`src/rtl/uart_rx_flag_pkg.sv`:
```
package uart_rx_flag_pkg;
  typedef enum logic [2:0] {
    ST_IDLE,
    ST_START,
    ST_DATA,
    ST_PAR,
    ST_STOP
  } rx_state_t;
endpackage

```
`src/rtl/rx_line_sync.sv`:
```
module rx_line_sync #(
  parameter int STAGES = 2
) (
  input  logic clk,
  input  logic rst_n,
  input  logic rx,
  output logic rx_s,
  output logic rx_edge
);
  logic [STAGES-1:0] pipe;
  logic              prev;

  always_ff @(posedge clk or negedge rst_n) begin
    if (!rst_n) begin
      pipe <= '1;
      prev <= 1'b1;
    end else begin
      pipe <= {pipe[STAGES-2:0], rx};
      prev <= pipe[STAGES-1];
    end
  end

  assign rx_s    = pipe[STAGES-1];
  assign rx_edge = pipe[STAGES-1] ^ prev;
endmodule

```
`src/rtl/rx_framer.sv`:
```
module rx_framer
  import uart_rx_flag_pkg::*;
#(
  parameter int OSR    = 16,
  parameter int DATA_W = 8
) (
  input  logic              clk,
  input  logic              rst_n,
  input  logic              tick,
  input  logic              rx_s,
  input  logic              word7,
  input  logic              parity_en,
  input  logic              shutdown,
  input  logic              shdn_clr,
  output logic [DATA_W-1:0] data_o,
  output logic              par_o,
  output logic              valid_o,
  output logic              frame_ok,
  output logic              frame_err
);
  localparam int CW = $clog2(OSR);
  localparam int BW = $clog2(DATA_W);
  localparam logic [CW-1:0] HALF_C = CW'(OSR / 2 - 1);
  localparam logic [CW-1:0] FULL_C = CW'(OSR - 1);

  rx_state_t         st;
  logic [CW-1:0]     cnt;
  logic [BW-1:0]     idx;
  logic [DATA_W-1:0] shreg;
  logic              pbit, m7, mp;
  logic [BW-1:0]     last_idx;

  assign last_idx = m7 ? BW'(DATA_W - 2) : BW'(DATA_W - 1);

  always_ff @(posedge clk or negedge rst_n) begin
    if (!rst_n) begin
      st <= ST_IDLE; cnt <= '0; idx <= '0; shreg <= '0;
      pbit <= 1'b0; m7 <= 1'b0; mp <= 1'b0;
      data_o <= '0; par_o <= 1'b0;
      valid_o <= 1'b0; frame_ok <= 1'b0; frame_err <= 1'b0;
    end else begin
      valid_o   <= 1'b0;
      frame_ok  <= 1'b0;
      frame_err <= 1'b0;
      if (shutdown || shdn_clr) begin
        st  <= ST_IDLE;
        cnt <= '0;
        if (shdn_clr) begin
          data_o <= '0;
          par_o  <= 1'b0;
        end
      end else if (tick) begin
        case (st)
          ST_IDLE: if (!rx_s) begin
            st  <= ST_START;
            cnt <= '0;
          end
          ST_START: if (cnt == HALF_C) begin
            cnt <= '0;
            if (!rx_s) begin
              st <= ST_DATA; idx <= '0; shreg <= '0; pbit <= 1'b0;
              m7 <= word7; mp <= parity_en;
            end else begin
              st <= ST_IDLE;
            end
          end else cnt <= cnt + 1'b1;
          ST_DATA: if (cnt == FULL_C) begin
            cnt        <= '0;
            shreg[idx] <= rx_s;
            if (idx == last_idx) st <= mp ? ST_PAR : ST_STOP;
            else idx <= idx + 1'b1;
          end else cnt <= cnt + 1'b1;
          ST_PAR: if (cnt == FULL_C) begin
            cnt  <= '0;
            pbit <= rx_s;
            st   <= ST_STOP;
          end else cnt <= cnt + 1'b1;
          ST_STOP: if (cnt == FULL_C) begin
            cnt <= '0;
            st  <= ST_IDLE;
            if (rx_s) begin
              data_o   <= shreg;
              par_o    <= mp & pbit;
              valid_o  <= 1'b1;
              frame_ok <= 1'b1;
            end else begin
              frame_err <= 1'b1;
            end
          end else cnt <= cnt + 1'b1;
          default: st <= ST_IDLE;
        endcase
      end
    end
  end

  a_r6_valid_single: assert property (@(posedge clk) disable iff (!rst_n)
    valid_o |=> !valid_o);
  a_r10_quiet_shdn: assert property (@(posedge clk) disable iff (!rst_n)
    shutdown |=> !valid_o);
  a_r4_top_bit_zero: assert property (@(posedge clk) disable iff (!rst_n)
    (valid_o && m7) |-> !data_o[DATA_W-1]);
  a_r7_err_excl: assert property (@(posedge clk) disable iff (!rst_n)
    frame_err |-> !valid_o);
endmodule

```
`src/rtl/rx_status_flag.sv`:
```
module rx_status_flag (
  input  logic clk,
  input  logic rst_n,
  input  logic shutdown,
  input  logic rx_edge,
  input  logic frame_ok,
  input  logic frame_err,
  input  logic cfg_wr,
  input  logic shdn_clr,
  output logic flag_o
);
  always_ff @(posedge clk or negedge rst_n) begin
    if (!rst_n) flag_o <= 1'b0;
    else if (shdn_clr || cfg_wr) flag_o <= 1'b0;
    else if (shutdown) begin
      if (rx_edge) flag_o <= 1'b1;
    end
    else if (frame_err) flag_o <= 1'b1;
    else if (frame_ok) flag_o <= 1'b0;
  end

  a_r9_cfg_clears: assert property (@(posedge clk) disable iff (!rst_n)
    cfg_wr |=> !flag_o);
  a_r8_good_clears: assert property (@(posedge clk) disable iff (!rst_n)
    (frame_ok && !shutdown) |=> !flag_o);
  a_r7_err_sets: assert property (@(posedge clk) disable iff (!rst_n)
    (frame_err && !shutdown && !cfg_wr && !shdn_clr) |=> flag_o);
  a_r10_edge_sets: assert property (@(posedge clk) disable iff (!rst_n)
    (shutdown && rx_edge && !cfg_wr && !shdn_clr) |=> flag_o);
endmodule

```
`src/rtl/uart_rx_flag.sv`:
```
module uart_rx_flag #(
  parameter int OSR         = 16,
  parameter int SYNC_STAGES = 2
) (
  input  logic       clk,
  input  logic       rst_n,
  input  logic       os_tick,
  input  logic       rx,
  input  logic       word7,
  input  logic       parity_en,
  input  logic       shutdown,
  input  logic       cfg_wr,
  input  logic       shdn_clr,
  output logic [7:0] data_out,
  output logic       parity_out,
  output logic       out_valid,
  output logic       status_flag
);
  localparam int DATA_W = 8;

  logic rx_s, rx_edge, frame_ok, frame_err;

  rx_line_sync #(.STAGES(SYNC_STAGES)) u_sync (
    .clk(clk), .rst_n(rst_n), .rx(rx), .rx_s(rx_s), .rx_edge(rx_edge)
  );

  rx_framer #(.OSR(OSR), .DATA_W(DATA_W)) u_framer (
    .clk(clk), .rst_n(rst_n), .tick(os_tick), .rx_s(rx_s),
    .word7(word7), .parity_en(parity_en), .shutdown(shutdown),
    .shdn_clr(shdn_clr), .data_o(data_out), .par_o(parity_out),
    .valid_o(out_valid), .frame_ok(frame_ok), .frame_err(frame_err)
  );

  rx_status_flag u_flag (
    .clk(clk), .rst_n(rst_n), .shutdown(shutdown), .rx_edge(rx_edge),
    .frame_ok(frame_ok), .frame_err(frame_err), .cfg_wr(cfg_wr),
    .shdn_clr(shdn_clr), .flag_o(status_flag)
  );

  a_r11_shdn_wipe: assert property (@(posedge clk) disable iff (!rst_n)
    shdn_clr |=> (!status_flag && data_out == 8'h00 && !parity_out));
endmodule

```
`config.mk`:
```
export PLATFORM = sky130hd
export DESIGN_NAME = uart_rx_flag
export DESIGN_NICKNAME = d
export VERILOG_FILES = /design/src/rtl/uart_rx_flag_pkg.sv /design/src/rtl/rx_line_sync.sv /design/src/rtl/rx_framer.sv /design/src/rtl/rx_status_flag.sv /design/src/rtl/uart_rx_flag.sv
export SDC_FILE = /design/constraint.sdc
export NUM_CORES = 1
export LEC_CHECK = 0
export BUFFER_PORTS_ARGS = -buffer_cell sky130_fd_sc_hd__buf_2
export CORE_ASPECT_RATIO = 1.5
export CORE_MARGIN = 3
export CORE_UTILIZATION = 63
export DETAILED_ROUTE_END_ITERATION = 12
export GPL_ROUTABILITY_DRIVEN = 0
export PLACE_DENSITY = 0.82
export SLEW_MARGIN = 20
export SYNTH_ARGS = -nofsm -noshare
export SYNTH_HDL_FRONTEND = slang
export SYNTH_SLANG_ARGS = --single-unit
```
`constraint.sdc`:
```
create_clock -name clk -period 3.1 [get_ports clk]
set_input_delay 0.62 -clock clk [delete_from_list [all_inputs] [get_ports clk]]
set_output_delay 0.62 -clock clk [all_outputs]
set_load 0.02 [all_outputs]
```
; ---- Word-level counts from Yosys, hierarchy flattened
; Cells that the tools add are included.
[classes]
reduce_logical = 21
add_sub_neg = 2
n_bitwise = 4
n_mux = 61
n_eq_ne = 20
order_cmp = 2
[op_table]
columns = operator, n
row1 = 8-bit 2-to-1 mux, 9
row2 = 3-bit 2-to-1 mux, 13
row3 = 1-bit 2-to-1 mux, 26
row4 = 4-bit 2-to-1 mux, 5
row5 = "3-bit by 1-bit inequality test with 1-bit output, second input constant", 6
row6 = 8-bit one-hot mux with 2 select lines, 1
row7 = 3-bit one-hot mux with 5 select lines, 1
row8 = 7-bit AND reduction, 2
row9 = 4-bit one-hot mux with 3 select lines, 1
row10 = 6-bit AND reduction, 2
row11 = 2-bit nonzero test, 6
row12 = 5-bit AND reduction, 2
row13 = 8-bit bitwise mux, 1
row14 = 4-bit nonzero test, 2
row15 = "3-bit by 2-bit == test with 1-bit output, second input constant", 2
row16 = "2-bit by 1-bit inequality test with 1-bit output, second input constant", 3
row17 = "2-bit inequality test, second input constant", 3
row18 = 3-bit one-hot mux with 2 select lines, 1
row19 = "4-bit by 1-bit adder with 4-bit output, second input constant", 1
row20 = "4-bit by 3-bit == test with 1-bit output, second input constant", 1
row21 = "4-bit == test, second input constant", 1
row22 = "3-bit by 4-bit < comparator with 1-bit output, second input constant", 1
row23 = "3-bit by 1-bit adder with 3-bit output, second input constant", 1
row24 = 1-bit demux with 3-bit select, 1
row25 = 16 further kinds, 18
[totals]
regBits = 36
output_inout_bits = 11
word_cells = 124
inputBits = 9

; ---- Longest topological paths before layout
; Gate-level depths: netlist (run 1).
[depth]
depth_word = 7
mapped_depth = 7
mapped_depth_nobuf = 5

; ---- Hierarchy
; A second synthesis (run 1) with hierarchy kept.
[unflattened]
hier_cells = 186
area_unflattened_um2 = 1834.3
[modules_own_cells]
columns = mod, n_inst, cells_each, area_each_um2, seq_area_each_um2
row1 = rx_framer, 1, 177, 1689.1, 800.8
row2 = rx_line_sync, 1, 4, 87.6, 78.8
row3 = rx_status_flag, 1, 5, 57.6, 25.0

; ---- Worst setup path before layout (run 1)
; Ideal clock, no wire load.
[synth_path]
path_type = input -> register
startpoint = input port os_tick
endpoint = register u_framer.idx[0]
path_stages = 5
path_slack_ns = 1.153
arrival_ns = 1.822
setup_ns = 0.125
t_required_ns = 2.975
cell_sequence = clkbuf_2 > or3b_1 > a31oi_1 > o21ai_2 > mux2_4
[synth_between]
elab_chain_cells = 1
[synth_lines]
columns = item, line_no
row1 = "start, declared", uart_rx_flag.sv:7  ; input logic os_tick,
row2 = 7-bit AND reduction (no line), --
row3 = "end signal, assigned", rx_framer.sv:71  ; else idx <= idx + 1'b1;
row4 = "end, declared", rx_framer.sv:28  ; logic [BW-1:0] idx;
; No other way between the ends.
; A chain may end at the register's enable or synchronous reset.

; ---- Final worst setup path (run 1)
[layout_path]
startpoint = register u_framer.st[1]
endpoint = register u_framer.idx[0]
[layout_between]
elab_chain_cells = 3
elab_cells_between_ends = 9
classes_between = 6 x eq/ne / 1 x mux / 2 x reduce/logical
[layout_lines]
columns = item, line_no
row1 = "start, declared", rx_framer.sv:26  ; rx_state_t st;
row2 = "start signal, assigned", rx_framer.sv:70  ; if (idx == last_idx) st <= mp ? ST_PAR : ST_STOP;
row3 = 3-bit by 2-bit == test with 1-bit output or 3-bit by 1-bit == test with 1-bit output (tied branches), rx_framer.sv:53  ; case (st)
row4 = "2-bit inequality test (no line), or another cell as far along", --
row5 = 7-bit AND reduction (no line), --
; Several ways; a longest one is shown, not always the timed one.

==> results of run 1 <==
-- logic make-up (layout without fill, tap and decap cells) --
logic type               count (synthesis)  count (layout)  share of synthesized area [%]
adder cells (fa/ha/maj)                  2               2                           1.24
AO/OA/AOI/OAI                           67              67                           21.6
AND/OR/NAND/NOR                         77              77                           20.8
buffers and inverters                   22              33                           5.34
multiplexers                             9               9                           4.84
flip-flops                              36              36                           44.9
XOR/XNOR                                 3               3                           1.30
-- flip-flops by register name (all words and copies together), names as in the netlist --
name                count
u_sync.prev             1
u_framer.mp             1
u_flag.flag_o           1
u_framer.data_o         8
u_framer.shreg          8
u_framer.frame_err      1
u_framer.par_o          1
u_framer.cnt            4
u_sync.pipe             2
u_framer.pbit           1
u_framer.m7             1
u_framer.st             3
u_framer.idx            3
u_framer.valid_o        1
-- path summary, 6_finish.rpt --
path                       slack [ns]                end  depth (start not counted)
setup / recovery                 0.88    u_framer.idx[0]                          4
hold reg to reg                  0.36     u_sync.pipe[1]                          0
max in group asynchronous        2.19   u_framer.valid_o                          1
min in group asynchronous        0.41  u_framer.shreg[3]                          1
hold / removal                   0.36     u_sync.pipe[1]                          0
setup reg to reg                 0.88    u_framer.idx[0]                          4
-- cell type report --
type / count / area share, %
Clock inverter: 1 / 0.232
Clock buffer: 6 / 3.37
Tap cell: 39 / 2.26
Timing Repair Buffer: 19 / 4.41
Multi-Input combinational cell: 158 / 46.5
Sequential cell: 36 / 42.0
Inverter: 7 / 1.22
-- layout by cell type (no fill, tap or decap), types with 3 or more instances in the layout --
master,n
mux2i_1,6
a21oi_1,21
dfstp_2,3
nand2_1,25
o2111ai_1,3
buf_2,19
nor3_1,5
nand3_1,7
nor2_1,14
a31oi_1,9
dfrtp_1,33
o211ai_1,3
or3b_1,3
o21ai_0,17
clkbuf_8,5
nor3b_1,4
inv_1,7
-- routing by layer --
metal,up-vias,wire length [um],global-route usage [%]
met3,10,226,5.74
li1,813,-,-
met2,56,2320,43.6
met5,-,0,0
met1,795,1610,29.0
met4,0,96,14.2
-- where the power goes --
group	total (mW)	internal (mW)	switching, mW
sequential	0.480	0.475	0.00563
combinational	0.0478	0.0154	0.0324
clock	0.304	0.152	0.152
total	0.832	0.643	0.190
-- critical path, cell delays in order (launching register included) --
cell      delay (ns)
dfrtp_1         0.63
or3b_1          0.59
a311oi_1        0.45
o21ai_2         0.14
mux2_4          0.31
==> impl_results.md, run 1 <==
- Outcome: finished, final reports clean
- HP Class: flip-flop to flip-flop
- Rows: 24
- CTS tree: done
- Peak supply drop: 0.000334 V
- Most common cell in the synthesized netlist: dfrtp_1
- Synth Warn #: 0
- Worst Setup Path Type: flip-flop to flip-flop
- Total global-route track usage: 25.5%
- Synthesized flop and latch total: 36
- Post-DP Area: 2080 um2
- Max H-tree Level: 2
- First-pass GRT wire length: 7450 um
- Via count: 1674
- Initial drt markers: 79
- Placed cells: 259
- Fin worst setup slack: 0.879 ns
- FF/Latch Area: 905 um2
- Power per cell area: 386 nW/um2
- Routed WL: 4250 um
- HPWL after detailed placement: 3020 um
- Worst-path clk slew: 0.07 ns
- Detail Route Antenna Nets: 0
- Die H: 75.3 um
- Worst R2R Start: u_framer.st[1]
- Core area: 2970 um2
- Layout Cells excl Fill: 266
- Mapped Area: 2020 um2
- Min-delay src: u_sync.pipe[0]
- Design area: 2160 um2
- Cts repair resizes: 0
- I/O pin cnt: 20
- Max Cap Violations: 0
- Final layout net count: 238
- Number of enable flip-flop cells after synthesis: 0
- Synth cell types: 53
- Mapped Avg Cell Area: 9.33 um2
- Final Util: 72.5%
- Max clock buf depth: 2
- Area occupied by multi-input gates: 1000 um2
- P&R area growth vs syn: 6.95%
- Top-area cell type share of the netlist area: 41.0%
- Crit path from: u_framer.st[1]
- Largest net degree at the start of global routing: 37
- FILL cells: 208
- DP Worst Slack: 0.916 ns
- Top post-synthesis cells by area: dfrtp_1 (41%), a21oi_1 (5.2%), nand2_1 (4.7%)
- Critical Path End Type: flip-flop
- Worst Path Max Fanout: 18
- Die footprint: 3930 um2
- Seq/Total Area, Yosys: 44.9%
- WL per Instance: 16.0 um
- RSZ-0062 raised after global routing: false
- Initial antenna violation count: 0
- Synth cell count leaders: dfrtp_1 (33), nand2_1 (25), a21oi_1 (21)
- FFs w/ async S/R, synth: 100%
- Rel. slew slack: 38.2%
- Cells after Synth: 216
- Vias in the first global route: 1661
- Crit path required time: 3.27 ns
- CTS Root Cell: clkbuf_8
- Min Hold Slack: 0.361 ns
- Port bufs: 19
- Leak: 0.940 nW
- Tot Pwr: 832 uW
- Post-route clock period utilization: 71.6%
- Setup TNS: 0 ns
- Setup skew after layout: 0.00619 ns
- Layout cells sized above 1: 18.1%
- Worst setup SP type: flip-flop
- Final hold violations: 0
- Gr ovfl total: 0
- Vias per inst: 6.29
- DRT Pass-1 Iters: 4
- Fmax: 450 MHz
- Drt drc: 0
- Min cycle time layout: 2.22 ns
- TritonCTS Buffers: 5
- Worst skew pair latency: 0.28 ns
- Die W: 52.2 um
- Final setup violating endpoints: 0
- Synth Flop Type: dfrtp_1
- Area leader, netlist: dfrtp_1
- Hold buffer count at CTS: 0
- # diodes: 0
- Initial Util: 67.8%
- Crit path arrival time: 2.39 ns
- Syn Nets: 227
- Slew at the pin closest to its max-slew limit: 0.924 ns
- Setup Buffers After CTS: 0
- Clock Sinks: 36
- Pins Over Slew Limit: 0
Note: power is estimated with default switching activity, not from simulation.
==> run 2: changes to the inputs <==
- ABC_AREA: unset -> 1
- CORE_UTILIZATION: 63 -> 58
- PLACE_DENSITY: 0.82 -> 0.76
- clock period: 3.1 -> 2.1 ns (I/O delays scaled with it)
==> run 2 against run 1 <==
Compared with the run above:
- first-iteration DRC count is 20% lower
- power grew 75%
- final area grew 5.3%
- die area is 9.4% higher
- combinational power rose to 2.9 times the previous value
- synthesized area up 1.7%
- non-clock buffer count up 2
- routed wire length is 2.4% lower
- core utilization is 3.4 points lower
- hold slack worse by 0.21 ns
- final cell count increased by 25%
- fmax up 26%
- largest power group unchanged
- highest routed layer unchanged
==> impl_results.md, run 2 <==
- Cts repair resizes: 0
- Sw power: 360 uW
- Leak: 1.18 nW
- DRT Pass-1 Iters: 4
- Routed WL: 4150 um
- Vias in the first global route: 1806
- Rel. slew slack: 66.3%
- I/O pin cnt: 20
- Synth Flop Type: dfrtp_1
- Setup Buffers After CTS: 0
- Die W: 54.5 um
- Slew at the pin closest to its max-slew limit: 0.504 ns
- Die footprint: 4300 um2
- Vias per inst: 5.37
- Hold buffer count at CTS: 0
- Synth cell types: 28
- Share of power burned in registers: 49.0%
- Top-area cell type share of the netlist area: 40.3%
- Worst Setup Path Type: flip-flop to flip-flop
- R2R Setup Slk: 0.33 ns
- Total global-route track usage: 23.8%
- # diodes: 0
- Max Cap Violations: 0
- Die H: 78.8 um
- Seq/Total Area, Yosys: 44.1%
- Net Sw Frac: 24.8%
- Synth Warn #: 0
- Initial drt markers: 63
- Commonest non-fill, non-tap cells in the layout: nand2_1 (93), dfrtp_1 (33), nand3_1 (29)
- Area leader, netlist: dfrtp_1
- Layout cells sized above 1: 20.5%
- FILL cells: 292
- Initial antenna violation count: 0
- Biggest registers after layout: u_framer.data_o (8), u_framer.shreg (8), u_framer.cnt (4)
- Post-route clock period utilization: 84.2%
- Worst-path clk slew: 0.07 ns
- Worst setup SP type: flip-flop
- Final Util: 69.1%
- Crit path arrival time: 1.93 ns
- CTS Root Cell: clkbuf_8
- Setup TNS: 0 ns
- Mapped Avg Cell Area: 7.59 um2
- P&R area growth vs syn: 10.8%
- Crit path required time: 2.27 ns
- Power per cell area: 640 nW/um2
- Final hold violations: 0
- Gr ovfl total: 0
- Clk network pwr share: 41.3%
- Mapped Area: 2050 um2
- Rows: 25
- CTS tree: done
- Largest net degree at the start of global routing: 37
- Setup skew after layout: 0.00519 ns
- Min Hold Slack: 0.155 ns
- Worst skew pair latency: 0.29 ns
- FFs w/ async S/R, synth: 100%
- Drt drc: 0
- Combinational share of power: 9.7%
- Peak supply drop: 0.000554 V
- WL per Instance: 12.5 um
- Outcome: finished, final reports clean
- Max H-tree Level: 2
- Internal power: 1.09 mW
- Initial Util: 62.4%
- Synth cell count leaders: nand2_1 (93), dfrtp_1 (33), nand3_1 (29)
- Pins Over Slew Limit: 0
- Clock Sinks: 36
- TritonCTS Buffers: 5
- HP Class: input port to async pin
- Via count: 1787
- Cells after Synth: 270
- Fmax: 566 MHz
- Final layout net count: 303
- Number of enable flip-flop cells after synthesis: 0
- Max clock buf depth: 2
- Core area: 3280 um2
- Most common cell after layout, fill and taps aside: nand2_1
- Worst Path Max Fanout: 18
- Min cycle time layout: 1.77 ns
- HPWL after detailed placement: 3040 um
- Synthesized flop and latch total: 36
- Most common cell in the synthesized netlist: nand2_1
- Port bufs: 19
- Critical Path End Type: flip-flop
- Final setup violating endpoints: 0
- Top post-synthesis cells by area: dfrtp_1 (40%), nand2_1 (17%), nand3_1 (7.1%)
- RSZ-0062 raised after global routing: false
- Syn Nets: 281
- First-pass GRT wire length: 7650 um
- Detail Route Antenna Nets: 0
==> run 2: cell types whose count changed in the layout (fill, tap and decap cells not counted), moves of 5 or more <==
cell and change:
a21oi_1 -17, nand3_1 +22, nand3_2 +5, nand4_1 +9
nand2_2 +5, a31oi_1 -9, o21ai_2 +8, inv_2 +5
o21ai_0 -7, nor2_1 +9, inv_1 +15, nand2_1 +68
mux2i_1 -6
==> run 2: per-stage QoR <==
| stage | instance area, um2 | worst slack, ns | power (mW) | std cells |
|---|---|---|---|---|
| after global routing | 2270 | 0.140 | 1.52 | 333 |
| after CTS | 2270 | 0.323 | 1.47 | 333 |
| after floorplan | 2050 | 0.663 | 0.827 | 270 |
| after global placement | 2160 | 0.404 | 0.864 | 325 |
| final | 2270 | 0.332 | 1.45 | 333 |
| after detailed placement | 2160 | 0.350 | 0.866 | 325 |
==> run 2: layer usage <==
layer | vias to the layer above | global-route usage (%) | routed length [um]
met1 | 825 | 28.6 | 1800
met2 | 39 | 39.8 | 2120
li1 | 917 | - | -
met4 | 0 | 8.73 | 68
met3 | 6 | 5.63 | 154
met5 | - | 0 | 0
==> run 2: final timing paths <==
check / from / end / cells after the start
min in group clk: rx / u_sync.pipe[0] / 1
max in group asynchronous: rst_n / u_sync.pipe[1] / 2
min reg2reg: u_sync.pipe[0] / u_sync.pipe[1] / 0
max reg2reg: u_framer.cnt[0] / u_framer.data_o[7] / 8
max: u_framer.cnt[0] / u_framer.data_o[7] / 8
min: rst_n / u_framer.cnt[2] / 2
==> run 2: logic make-up (layout without fill, tap and decap cells) <==
kind of cell,Yosys count,count (layout),synth area share (%)
AO/OA/AOI/OAI,28,28,9.46
XOR/XNOR,3,3,1.28
adder cells (fa/ha/maj),2,2,1.22
buffers and inverters,33,56,7.20
flip-flops,36,36,44.1
AND/OR/NAND/NOR,168,168,36.7
==> run 2: worst max-delay path: stages (launching register included) <==
cell and delay, ns:
dfrtp_1 0.40, ha_1 0.23, nand2_2 0.10, inv_1 0.10, nand2_2 0.10, nand2_2 0.10
nand3_2 0.35, nand2_1 0.21, o21ai_2 0.06
==> run 2: final cells by class <==
| class | count | area (um2) | area share (%) |
|---|---|---|---|
| clock buffer | 6 | 72.6 | 3.20 |
| clock inverter | 2 | 35.0 | 1.54 |
| inverter | 27 | 101 | 4.46 |
| multi-input combinational | 201 | 997 | 43.9 |
| sequential | 36 | 905 | 39.8 |
| tap | 40 | 50.0 | 2.20 |
| timing repair buffer | 21 | 110 | 4.85 |
==> run 2: power by group through the flow <==
stage                     logic [mW]  clock network, mW  registers, mW
after floorplan                0.103                  0          0.724
after global placement         0.139                  0          0.725
after detailed placement       0.142                  0          0.725
after CTS                      0.142              0.613          0.711
after global routing           0.162              0.650          0.713
final                          0.141              0.600          0.712
